## src/rtl/irq_latch_pkg.sv

```systemverilog
// Package: shared types for the interrupt request capture latch.
// Assumes one trigger-mode bit per line: 0 selects edge, 1 selects level.
package irq_latch_pkg;
    typedef enum logic {
        TRIG_EDGE  = 1'b0,
        TRIG_LEVEL = 1'b1
    } trig_mode_e;
endpackage

```

## src/rtl/irq_line_cell.sv

```systemverilog
// Module: capture logic for a single interrupt line.
// Keeps the pending bit and the previously sampled level. In level mode the
// pending bit follows the input. In edge mode it is set on a low-to-high
// transition and cleared by an acknowledge of this line; a new edge wins over
// a simultaneous acknowledge. Assumes req_lvl is already synchronous to clk.
module irq_line_cell
    import irq_latch_pkg::*;
(
    input  logic       clk,
    input  logic       rst_n,
    input  logic       init_clr,
    input  logic       req_lvl,
    input  trig_mode_e mode,
    input  logic       ack_hit,
    output logic       pend,
    output logic       last_lvl
);

    logic rise;

    // Purpose: detect a rising edge against the registered previous level.
    always_comb begin
        rise = req_lvl & ~last_lvl;
    end

    // Purpose: update the previous level and the pending bit once per clock.
    always_ff @(posedge clk) begin
        if (!rst_n || init_clr) begin
            pend     <= 1'b0;
            last_lvl <= 1'b0;
        end else begin
            last_lvl <= req_lvl;
            if (mode == TRIG_LEVEL) begin
                pend <= req_lvl;
            end else begin
                pend <= rise | (pend & ~ack_hit);
            end
        end
    end

    // a level-mode line mirrors the previous sample.
    assert_level_follow_R1: assert property (@(posedge clk) disable iff (!rst_n)
        ($past(rst_n) && $past(!init_clr) && $past(mode == TRIG_LEVEL))
        |-> (pend == $past(req_lvl)));

    // an edge-mode pending bit rises only after a low-to-high sample.
    assert_edge_rise_R2: assert property (@(posedge clk) disable iff (!rst_n)
        ($past(rst_n) && $past(mode == TRIG_EDGE) && $rose(pend))
        |-> $past(req_lvl && !last_lvl));

    // an acknowledged edge line without a new edge is cleared.
    assert_ack_clears_edge_R7: assert property (@(posedge clk) disable iff (!rst_n)
        ($past(rst_n) && $past(ack_hit) && $past(mode == TRIG_EDGE)
         && $past(!(req_lvl && !last_lvl)))
        |-> !pend);

endmodule

```

## src/rtl/irq_trig_reg.sv

```systemverilog
// Module: trigger-mode register.
// Holds one mode bit per line. Only rst_n clears it; the initialization clear
// does not. Writes are ANDed with the per-instance writable mask.
module irq_trig_reg #(
    parameter int unsigned           NUM_LINES  = 8,
    parameter logic [NUM_LINES-1:0]  TRIG_WMASK = {NUM_LINES{1'b1}}
) (
    input  logic                 clk,
    input  logic                 rst_n,
    input  logic                 trig_we,
    input  logic [NUM_LINES-1:0] trig_wdata,
    output logic [NUM_LINES-1:0] trig_q
);

    // Purpose: store masked mode bits on a write; hold them otherwise.
    always_ff @(posedge clk) begin
        if (!rst_n) begin
            trig_q <= '0;
        end else if (trig_we) begin
            trig_q <= trig_wdata & TRIG_WMASK;
        end
    end

    // without a write the register keeps its value.
    assert_trig_hold_R9: assert property (@(posedge clk) disable iff (!rst_n)
        ($past(rst_n) && $past(!trig_we)) |-> $stable(trig_q));

endmodule

```

## src/rtl/irq_ack_ctrl.sv

```systemverilog
// Module: acknowledge side effects on the in-service vector and the offset.
// Without auto-EOI an acknowledge sets the line's in-service bit. With
// auto-EOI and rotation enabled it moves the offset to the next line and
// pulses rot_upd. Line numbers at or above NUM_LINES are ignored.
module irq_ack_ctrl #(
    parameter int unsigned NUM_LINES = 8,
    parameter int unsigned LW        = $clog2(NUM_LINES)
) (
    input  logic                 clk,
    input  logic                 rst_n,
    input  logic                 init_clr,
    input  logic                 ack_valid,
    input  logic [LW-1:0]        ack_line,
    input  logic                 auto_eoi,
    input  logic                 rot_on_aeoi,
    output logic [NUM_LINES-1:0] insvc_q,
    output logic [LW-1:0]        rot_off_q,
    output logic                 rot_upd_q
);

    logic          ack_ok;
    logic          set_isr;
    logic          do_rot;
    logic [LW-1:0] next_off;

    // Purpose: qualify the acknowledge and work out the next rotation offset.
    always_comb begin
        ack_ok   = ack_valid && ({1'b0, ack_line} < (LW+1)'(NUM_LINES));
        set_isr  = ack_ok && !auto_eoi;
        do_rot   = ack_ok && auto_eoi && rot_on_aeoi;
        next_off = (ack_line == LW'(NUM_LINES - 1)) ? '0 : ack_line + 1'b1;
    end

    // Purpose: apply the acknowledge to the in-service vector and the offset.
    always_ff @(posedge clk) begin
        if (!rst_n || init_clr) begin
            insvc_q   <= '0;
            rot_off_q <= '0;
            rot_upd_q <= 1'b0;
        end else begin
            rot_upd_q <= do_rot;
            if (set_isr) begin
                insvc_q <= insvc_q | (NUM_LINES'(1) << ack_line);
            end
            if (do_rot) begin
                rot_off_q <= next_off;
            end
        end
    end

    // an acknowledge without auto-EOI leaves the line in service.
    assert_isr_set_R4: assert property (@(posedge clk) disable iff (!rst_n)
        ($past(rst_n) && $past(ack_valid && !auto_eoi && !init_clr))
        |-> insvc_q[$past(ack_line)]);

    // a rotating auto-EOI pulses the update and keeps in-service as it was.
    assert_rot_pulse_R5: assert property (@(posedge clk) disable iff (!rst_n)
        ($past(rst_n) && $past(ack_valid && auto_eoi && rot_on_aeoi && !init_clr))
        |-> (rot_upd_q && $stable(insvc_q)));

    // a plain auto-EOI touches neither the offset nor the in-service vector.
    assert_aeoi_quiet_R6: assert property (@(posedge clk) disable iff (!rst_n)
        ($past(rst_n) && $past(ack_valid && auto_eoi && !rot_on_aeoi && !init_clr))
        |-> (!rot_upd_q && $stable(insvc_q) && $stable(rot_off_q)));

endmodule

```

## src/rtl/irq_req_latch.sv

```systemverilog
// Module: top of the interrupt request capture latch.
// Instantiates one capture cell per line, the trigger-mode register and the
// acknowledge controller. All outputs are registered, so every input change
// shows up one clock after it is sampled.
module irq_req_latch
    import irq_latch_pkg::*;
#(
    parameter int unsigned          NUM_LINES  = 8,
    parameter logic [NUM_LINES-1:0] TRIG_WMASK = {NUM_LINES{1'b1}},
    localparam int unsigned         LW         = $clog2(NUM_LINES)
) (
    input  logic                 clk,
    input  logic                 rst_n,
    input  logic                 init_clr,
    input  logic [NUM_LINES-1:0] req_lvl,
    input  logic                 trig_we,
    input  logic [NUM_LINES-1:0] trig_wdata,
    input  logic                 ack_valid,
    input  logic [LW-1:0]        ack_line,
    input  logic                 auto_eoi,
    input  logic                 rot_on_aeoi,
    output logic [NUM_LINES-1:0] pend_o,
    output logic [NUM_LINES-1:0] insvc_o,
    output logic [LW-1:0]        rot_off_o,
    output logic                 rot_upd_o,
    output logic [NUM_LINES-1:0] trig_mode_o
);

    logic [NUM_LINES-1:0] trig_q;
    logic [NUM_LINES-1:0] last_q;
    logic [NUM_LINES-1:0] hit;

    irq_trig_reg #(
        .NUM_LINES  (NUM_LINES),
        .TRIG_WMASK (TRIG_WMASK)
    ) trig_i (
        .clk        (clk),
        .rst_n      (rst_n),
        .trig_we    (trig_we),
        .trig_wdata (trig_wdata),
        .trig_q     (trig_q)
    );

    for (genvar i = 0; i < NUM_LINES; i++) begin : g_line
        // Purpose: decode the acknowledge for this line.
        always_comb begin
            hit[i] = ack_valid && (ack_line == LW'(i));
        end

        irq_line_cell cell_i (
            .clk      (clk),
            .rst_n    (rst_n),
            .init_clr (init_clr),
            .req_lvl  (req_lvl[i]),
            .mode     (trig_mode_e'(trig_q[i])),
            .ack_hit  (hit[i]),
            .pend     (pend_o[i]),
            .last_lvl (last_q[i])
        );
    end

    irq_ack_ctrl #(
        .NUM_LINES (NUM_LINES),
        .LW        (LW)
    ) ack_i (
        .clk         (clk),
        .rst_n       (rst_n),
        .init_clr    (init_clr),
        .ack_valid   (ack_valid),
        .ack_line    (ack_line),
        .auto_eoi    (auto_eoi),
        .rot_on_aeoi (rot_on_aeoi),
        .insvc_q     (insvc_o),
        .rot_off_q   (rot_off_o),
        .rot_upd_q   (rot_upd_o)
    );

    // Purpose: expose the trigger-mode register.
    always_comb begin
        trig_mode_o = trig_q;
    end

    // an initialization clear leaves the trigger modes alone.
    assert_init_keeps_trig_R10: assert property (@(posedge clk) disable iff (!rst_n)
        ($past(rst_n) && $past(init_clr && !trig_we)) |-> $stable(trig_mode_o));

    // an initialization clear empties the capture state.
    assert_init_clears_R10: assert property (@(posedge clk) disable iff (!rst_n)
        ($past(rst_n) && $past(init_clr))
        |-> (pend_o == '0 && insvc_o == '0 && last_q == '0 && rot_off_o == '0));

endmodule

```

## config.mk

```make
export PLATFORM = sky130hd
export DESIGN_NAME = irq_req_latch
export DESIGN_NICKNAME = d
export VERILOG_FILES = /design/src/rtl/irq_latch_pkg.sv /design/src/rtl/irq_line_cell.sv /design/src/rtl/irq_trig_reg.sv /design/src/rtl/irq_ack_ctrl.sv /design/src/rtl/irq_req_latch.sv
export SDC_FILE = /design/constraint.sdc
export NUM_CORES = 1
export LEC_CHECK = 0
export BUFFER_PORTS_ARGS = -buffer_cell sky130_fd_sc_hd__buf_2
export CORE_ASPECT_RATIO = 0.8
export CORE_MARGIN = 3
export CORE_UTILIZATION = 53
export DETAILED_ROUTE_END_ITERATION = 16
export PLACE_DENSITY = 0.9
export REMOVE_ABC_BUFFERS = 1
export SETUP_SLACK_MARGIN = 0.1
export SLEW_MARGIN = 20
export SYNTH_ARGS = -nofsm -noshare
export SYNTH_HDL_FRONTEND = slang
export SYNTH_HIERARCHICAL = 1
export SYNTH_SLANG_ARGS = --single-unit
export TNS_END_PERCENT = 100
```

## constraint.sdc

```tcl
create_clock -name clk -period 3.7 [get_ports clk]
set_clock_uncertainty 0.15 [all_clocks]
set_input_delay 0.185 -clock clk [delete_from_list [all_inputs] [get_ports clk]]
set_output_delay 0.185 -clock clk [all_outputs]
set_load 0.02 [all_outputs]
```

== Word level (Yosys, flattened, before mapping) ==
Index checks and enable logic that the tools add are counted.
Operators by class
  add/sub/neg operators: 1
  equal/unequal tests: 7
  shifts and indexed selects: 1
  muxes and demuxes: 9
  bitwise gates (word level): 41
  reductions and logical operators: 15
Operators with widths (count)
  $and A1 B1 Y1: 16
  $not A1 Y1: 16
  $eq A3 B3 Y1 const B: 4
  $logic_and A1 B1 Y1: 11
  $mux W1: 8
  $or A1 B1 Y1: 8
  $or A8 B8 Y8: 1
  $shl A1 B3 Y8 const A: 1
  $eq A3 B2 Y1 const B: 2
  $add A3 B1 Y3 const B: 1
  $eq A3 B1 Y1 const B: 1
  $logic_not A3 Y1: 1
  $mux W3: 1
  $logic_not A1 Y1: 2
  $logic_or A1 B1 Y1: 1
Word-level totals
  register bits after elaboration: 36
  input bits: 26
  output and inout bits: 28
  word-level logic and storage cells: 94

== Logic depth before layout (Yosys ltp) ==
  depth after elaboration: 6
  depth in mapped cells: 4
  mapped depth without buffers: 4

== Hierarchy ==
The synthesis kept the hierarchy.
By module, submodules not included
  irq_line_cell: instances 8, cells an instance 7, area each 78.8 um2, seq. area each 40.0 um2
  irq_ack_ctrl: instances 1, cells an instance 59, area each 581.8 um2, seq. area each 240.2 um2
  irq_trig_reg: instances 1, cells an instance 25, area each 301.5 um2, seq. area each 160.2 um2
  irq_req_latch: instances 1, cells an instance 8, area each 96.3 um2, seq. area each 0.0 um2

== Worst setup path after synthesis ==
No wires, ideal clock.
  kind: in2reg
  start: in ack_line[0]
  end: reg ack_i.rot_off_q[0]
  library setup time: 0.072 ns
  arrival time: 1.172 ns
  data required time: 3.478 ns
  path slack: 2.307 ns
  stages: 4
  cells stage by stage: ha_1 > ha_1 > or4b_1 > mux2i_1
Between the ends
  word-level cells in the longest chain between the ends: 2
  elaborated cells between the ends (all ways): 3
  classes of those cells: 1 x add/sub; 1 x eq/ne; 1 x mux
RTL lines
  start: declaration: line irq_req_latch.sv:19  | input logic [LW-1:0] ack_line,
  $add A3 B1 Y3 or $eq A3 B3 Y1 (tied branches): line irq_ack_ctrl.sv:31  | next_off = (ack_line == LW'(NUM_LINES - 1)) ? '0 : ack_line + 1'b1;
  $mux W3 (*): line irq_ack_ctrl.sv:31
  end signal: assignment: line irq_ack_ctrl.sv:46  | rot_off_q <= next_off;
  end: declaration: line irq_ack_ctrl.sv:17  | output logic [LW-1:0] rot_off_q,
Mark *: on every way between the ends. The rest lies on a longest branch, timed or not.
A chain may end at the register's enable or synchronous reset.

== Worst setup path in the final report ==
Same ends and word-level chain as after synthesis.

==> run summary <==
After detailed routing, the average wire length per cell comes to 15.2 µm. Once the clock tree was built, the setup fixing pass inserted 0 buffers. IR analysis of the VDD net gives a maximum drop of 415 µV. The net count of the finished layout is 242. The area of the core was 0.00283 mm²; the initial core utilization was 56.9%. The run gives 0 as the count of final max-slew check failures. The run gives 0 as the initial antenna violation count. After synthesis the netlist holds a flip-flop and latch count of 36. Global routing finished with a remaining overflow of 0. The run gives 0.00208 mm² as the post-route standard cell area excluding fillers. Clock latency on the worst-skew pair, taken at its later pin, is 0.29 ns. Cell internal power was estimated by the tool at 0.000691 W.

Once layout is complete, the utilization of the core stands at 73.6%. Leaving out fill and tap cells, the most frequent cell in the layout is buf_2. Sequential cells account for 45.7% of the total power. Before CTS, the worst setup slack after placement is 1.98 ns. The largest fanout of any net on the critical path is 12. The width of the die came out at 67.6 µm. The detailed router finished its first iteration with 69 violations.

In the layout the commonest cells are buf_2, dfxtp_1, inv_1. The worst register-to-register path ends at g_line[2].cell_i/pend$_SDFF_PP0_. By area the synthesized netlist is led by dfxtp_1, mux2i_1, nor3b_2, ha_1, and3b_1.

The largest total area in the synthesized netlist belongs to dfxtp_1. The number of cells on the worst reg-to-reg path is 3. The via count of the first global-routing pass is 1,320, and the number of buffers added on ports is 53.

Across every metal layer, demand over resource in global routing totals 22.4%. The routability congestion estimate is 0.777, and the sum of negative setup slack is 0 ns. Dividing total power by cell area gives a power density of 432 mW/mm². Die footprint: 0.00374 mm². Tracing the worst setup path back leads to its startpoint at ack_line[0].

After clock tree synthesis, the clock-pin slew on the worst setup and hold paths is 0.07 ns. Setup slack on the critical path of the routed design comes to 2.25 ns. The sequential area share after synthesis came out at 44.8%. TritonCTS built the clock tree. STA classifies the critical path startpoint as a primary input.

For the number of nets with antenna violations after detailed routing, the log shows 0. The combinational share of power came out at 12.5%. 0 antenna diodes ended up in the layout. The run gives 1,317 as the routed via count. The mapped cell area is 0.00161 mm², and the number of distinct library cell variants in the gate-level netlist after synthesis is 25. After detailed routing, the number of remaining DRC violations is 0. The first global-routing pass estimated 6.20 mm of wire. During synthesis, Yosys emitted a total of 6 warnings. The number of clock buffers added by TritonCTS is 5. The path class of the tightest hold or removal check is primary input to flip-flop.

Timing would allow up to 688 MHz. For the finished layout, the period the worst path requires is 1.45 ns. The worst path uses 39.3% of the clock period. The setup check on the worst reg-to-reg path leaves a slack of 2.68 ns. In the final layout, the share of cells above drive strength 1 is 37.0%. The number of failing setup endpoints in the final timing report is 0.

The top-area cell type share of the netlist area was 44.8%. The tool flagged a number of max-cap violations equal to 0. The H-tree generated during clock tree synthesis spans 2 levels. Measured against its own limit, the worst slew margin works out to 72.0%. Counting every sink on the clock net gives 36. In this run switching power makes up 23.2% of total power. STA puts the critical path data required time at 3.76 ns. Once detailed placement completed, the half-perimeter wirelength came to 2.52 mm. The run finished with clean final reports. Setup repair after global routing left no endpoint under its margin.

54 I/O pins were placed. The number of hold-slack violations in the final timing report is 0. By startpoint and endpoint, the worst setup path is classified as primary input to flip-flop. The area growth from synthesis to layout is 29.4%. At the pin with the least slew margin, the transition time is 0.420 ns. Row generation in the floorplan step produced 17 rows.

The static power due to leakage was 0.965 nW. The cell sitting at the root of the clock tree is a clkbuf_8. After technology mapping, the gate count stands at 148. The final hold slack is 0.00957 ns. The tools report the element type at the critical path end as a flip-flop.

The cell area after placement is 0.00190 mm². The overall die height works out to 55.3 µm. The tools report the sum of routed wire length over all layers as 3.79 mm. The mean area per synthesized cell came out at 10.9 µm².

Of the total power, the clock network draws 41.8%. STA puts the critical path data arrival time at 1.52 ns. Dividing the detail-routed via count by the number of cells gives 5.29. Entering global routing, the biggest net connects 30 pins. The run gives 0.000209 W as the switching power. The tools report the startpoint of the most critical register-to-register path as trig_i/trig_q[2]$_SDFFE_PN0P_.

The tools report the maximum root-to-sink buffer count as 2. The most critical setup path has its endpoint at ack_i/rot_off_q[0]$_SDFFE_PP0P_. The first detailed-routing pass took 4 iterations.
-- critical path: stages --
cell     delay (ns)
buf_2          0.17
ha_1           0.24
ha_1           0.22
or4b_1         0.54
mux2i_1        0.16
-- stage by stage --
stage,cells,power [W]
after floorplan,144,0.000475
after global placement,235,0.000518
after detailed placement,235,0.000526
after CTS,249,0.000902
after global routing,249,0.000935
final,249,0.000899
-- how the worst min path moves through the flow --
stage	startpoint	to	slack (ns)	cells after the start
after detailed placement	ack_i/insvc_q[0]$_SDFFE_PP0P_	ack_i/insvc_q[0]$_SDFFE_PP0P_	0.29	2
after floorplan	init_clr	g_line[0].cell_i/pend$_SDFF_PP0_	0.10	1
after global placement	ack_i/insvc_q[0]$_SDFFE_PP0P_	ack_i/insvc_q[0]$_SDFFE_PP0P_	0.28	2
after global routing	trig_wdata[5]	trig_i/trig_q[5]$_SDFFE_PN0P_	0.004	3
after CTS	trig_wdata[2]	trig_i/trig_q[2]$_SDFFE_PN0P_	0.001	3
final	trig_wdata[2]	trig_i/trig_q[2]$_SDFFE_PN0P_	0.01	3
-- sequential cells by signal, summed over array words and instances, names as in the netlist --
| register | flops |
|---|---|
| trig_i/trig_q | 8 |
| ack_i/rot_off_q | 3 |
| ack_i/rot_upd_q | 1 |
| g_line.cell_i/pend | 8 |
| g_line.cell_i/last_lvl | 8 |
| ack_i/insvc_q | 8 |
-- final cells by class --
type | instances | area (µm²)
clock buffer | 7 | 96.3
fill | 210 | 746
inverter | 11 | 41.3
tap | 38 | 47.5
timing repair buffer | 59 | 325
clock inverter | 1 | 30.0
multi-input combinational | 97 | 822
sequential | 36 | 721
-- logic make-up after synthesis --
| group | share of synthesized area (%) |
|---|---|
| AOI/OAI and AO/OA | 7.38 |
| adders and majority gates | 4.66 |
| muxes | 6.22 |
| and+or+nand+nor | 32.8 |
| DFF | 44.8 |
| buffers and inverters | 4.20 |
-- power groups by stage --
stage / logic [W] / clock network, W / registers, W
after global placement: 0.000100 / 0 / 0.000418
after CTS: 0.000112 / 0.000380 / 0.000410
after global routing: 0.000122 / 0.000400 / 0.000413
after detailed placement: 0.000107 / 0 / 0.000419
after floorplan: 0.0000437 / 0 / 0.000431
final: 0.000113 / 0.000376 / 0.000411
-- repair_timing --
item	CTS	global route
endpoints found under the hold margin	6	0
resized for setup	0	0
hold buffers	6	0
-- routing by layer --
metal	GRT usage (%)	part of all wire, %	wire length (µm)	up-vias
li1	-	-	-	652
met1	28.2	44	1670	615
met2	33.4	48	1820	42
met3	8.13	5.9	225	8
met4	10.7	2.0	77	0
met5	0	0	0	-
-- cells in the mapped netlist --
library cell	number
a211oi_2	1
a21oi_1	8
a22oi_1	8
a31oi_1	1
and3_1	1
and3b_1	8
and4_2	1
and4b_2	3
and4bb_2	3
buf_2	3
buf_6	1
dfxtp_1	36
ha_1	6
inv_1	11
mux2i_1	10
nand2b_1	8
nand3b_1	4
nand4b_1	3
nand4bb_1	4
nor2_1	8
nor2b_1	9
nor3b_2	8
nor4b_2	1
or2b_1	1
or4b_1	1
Power figures use the tool's default switching activity.
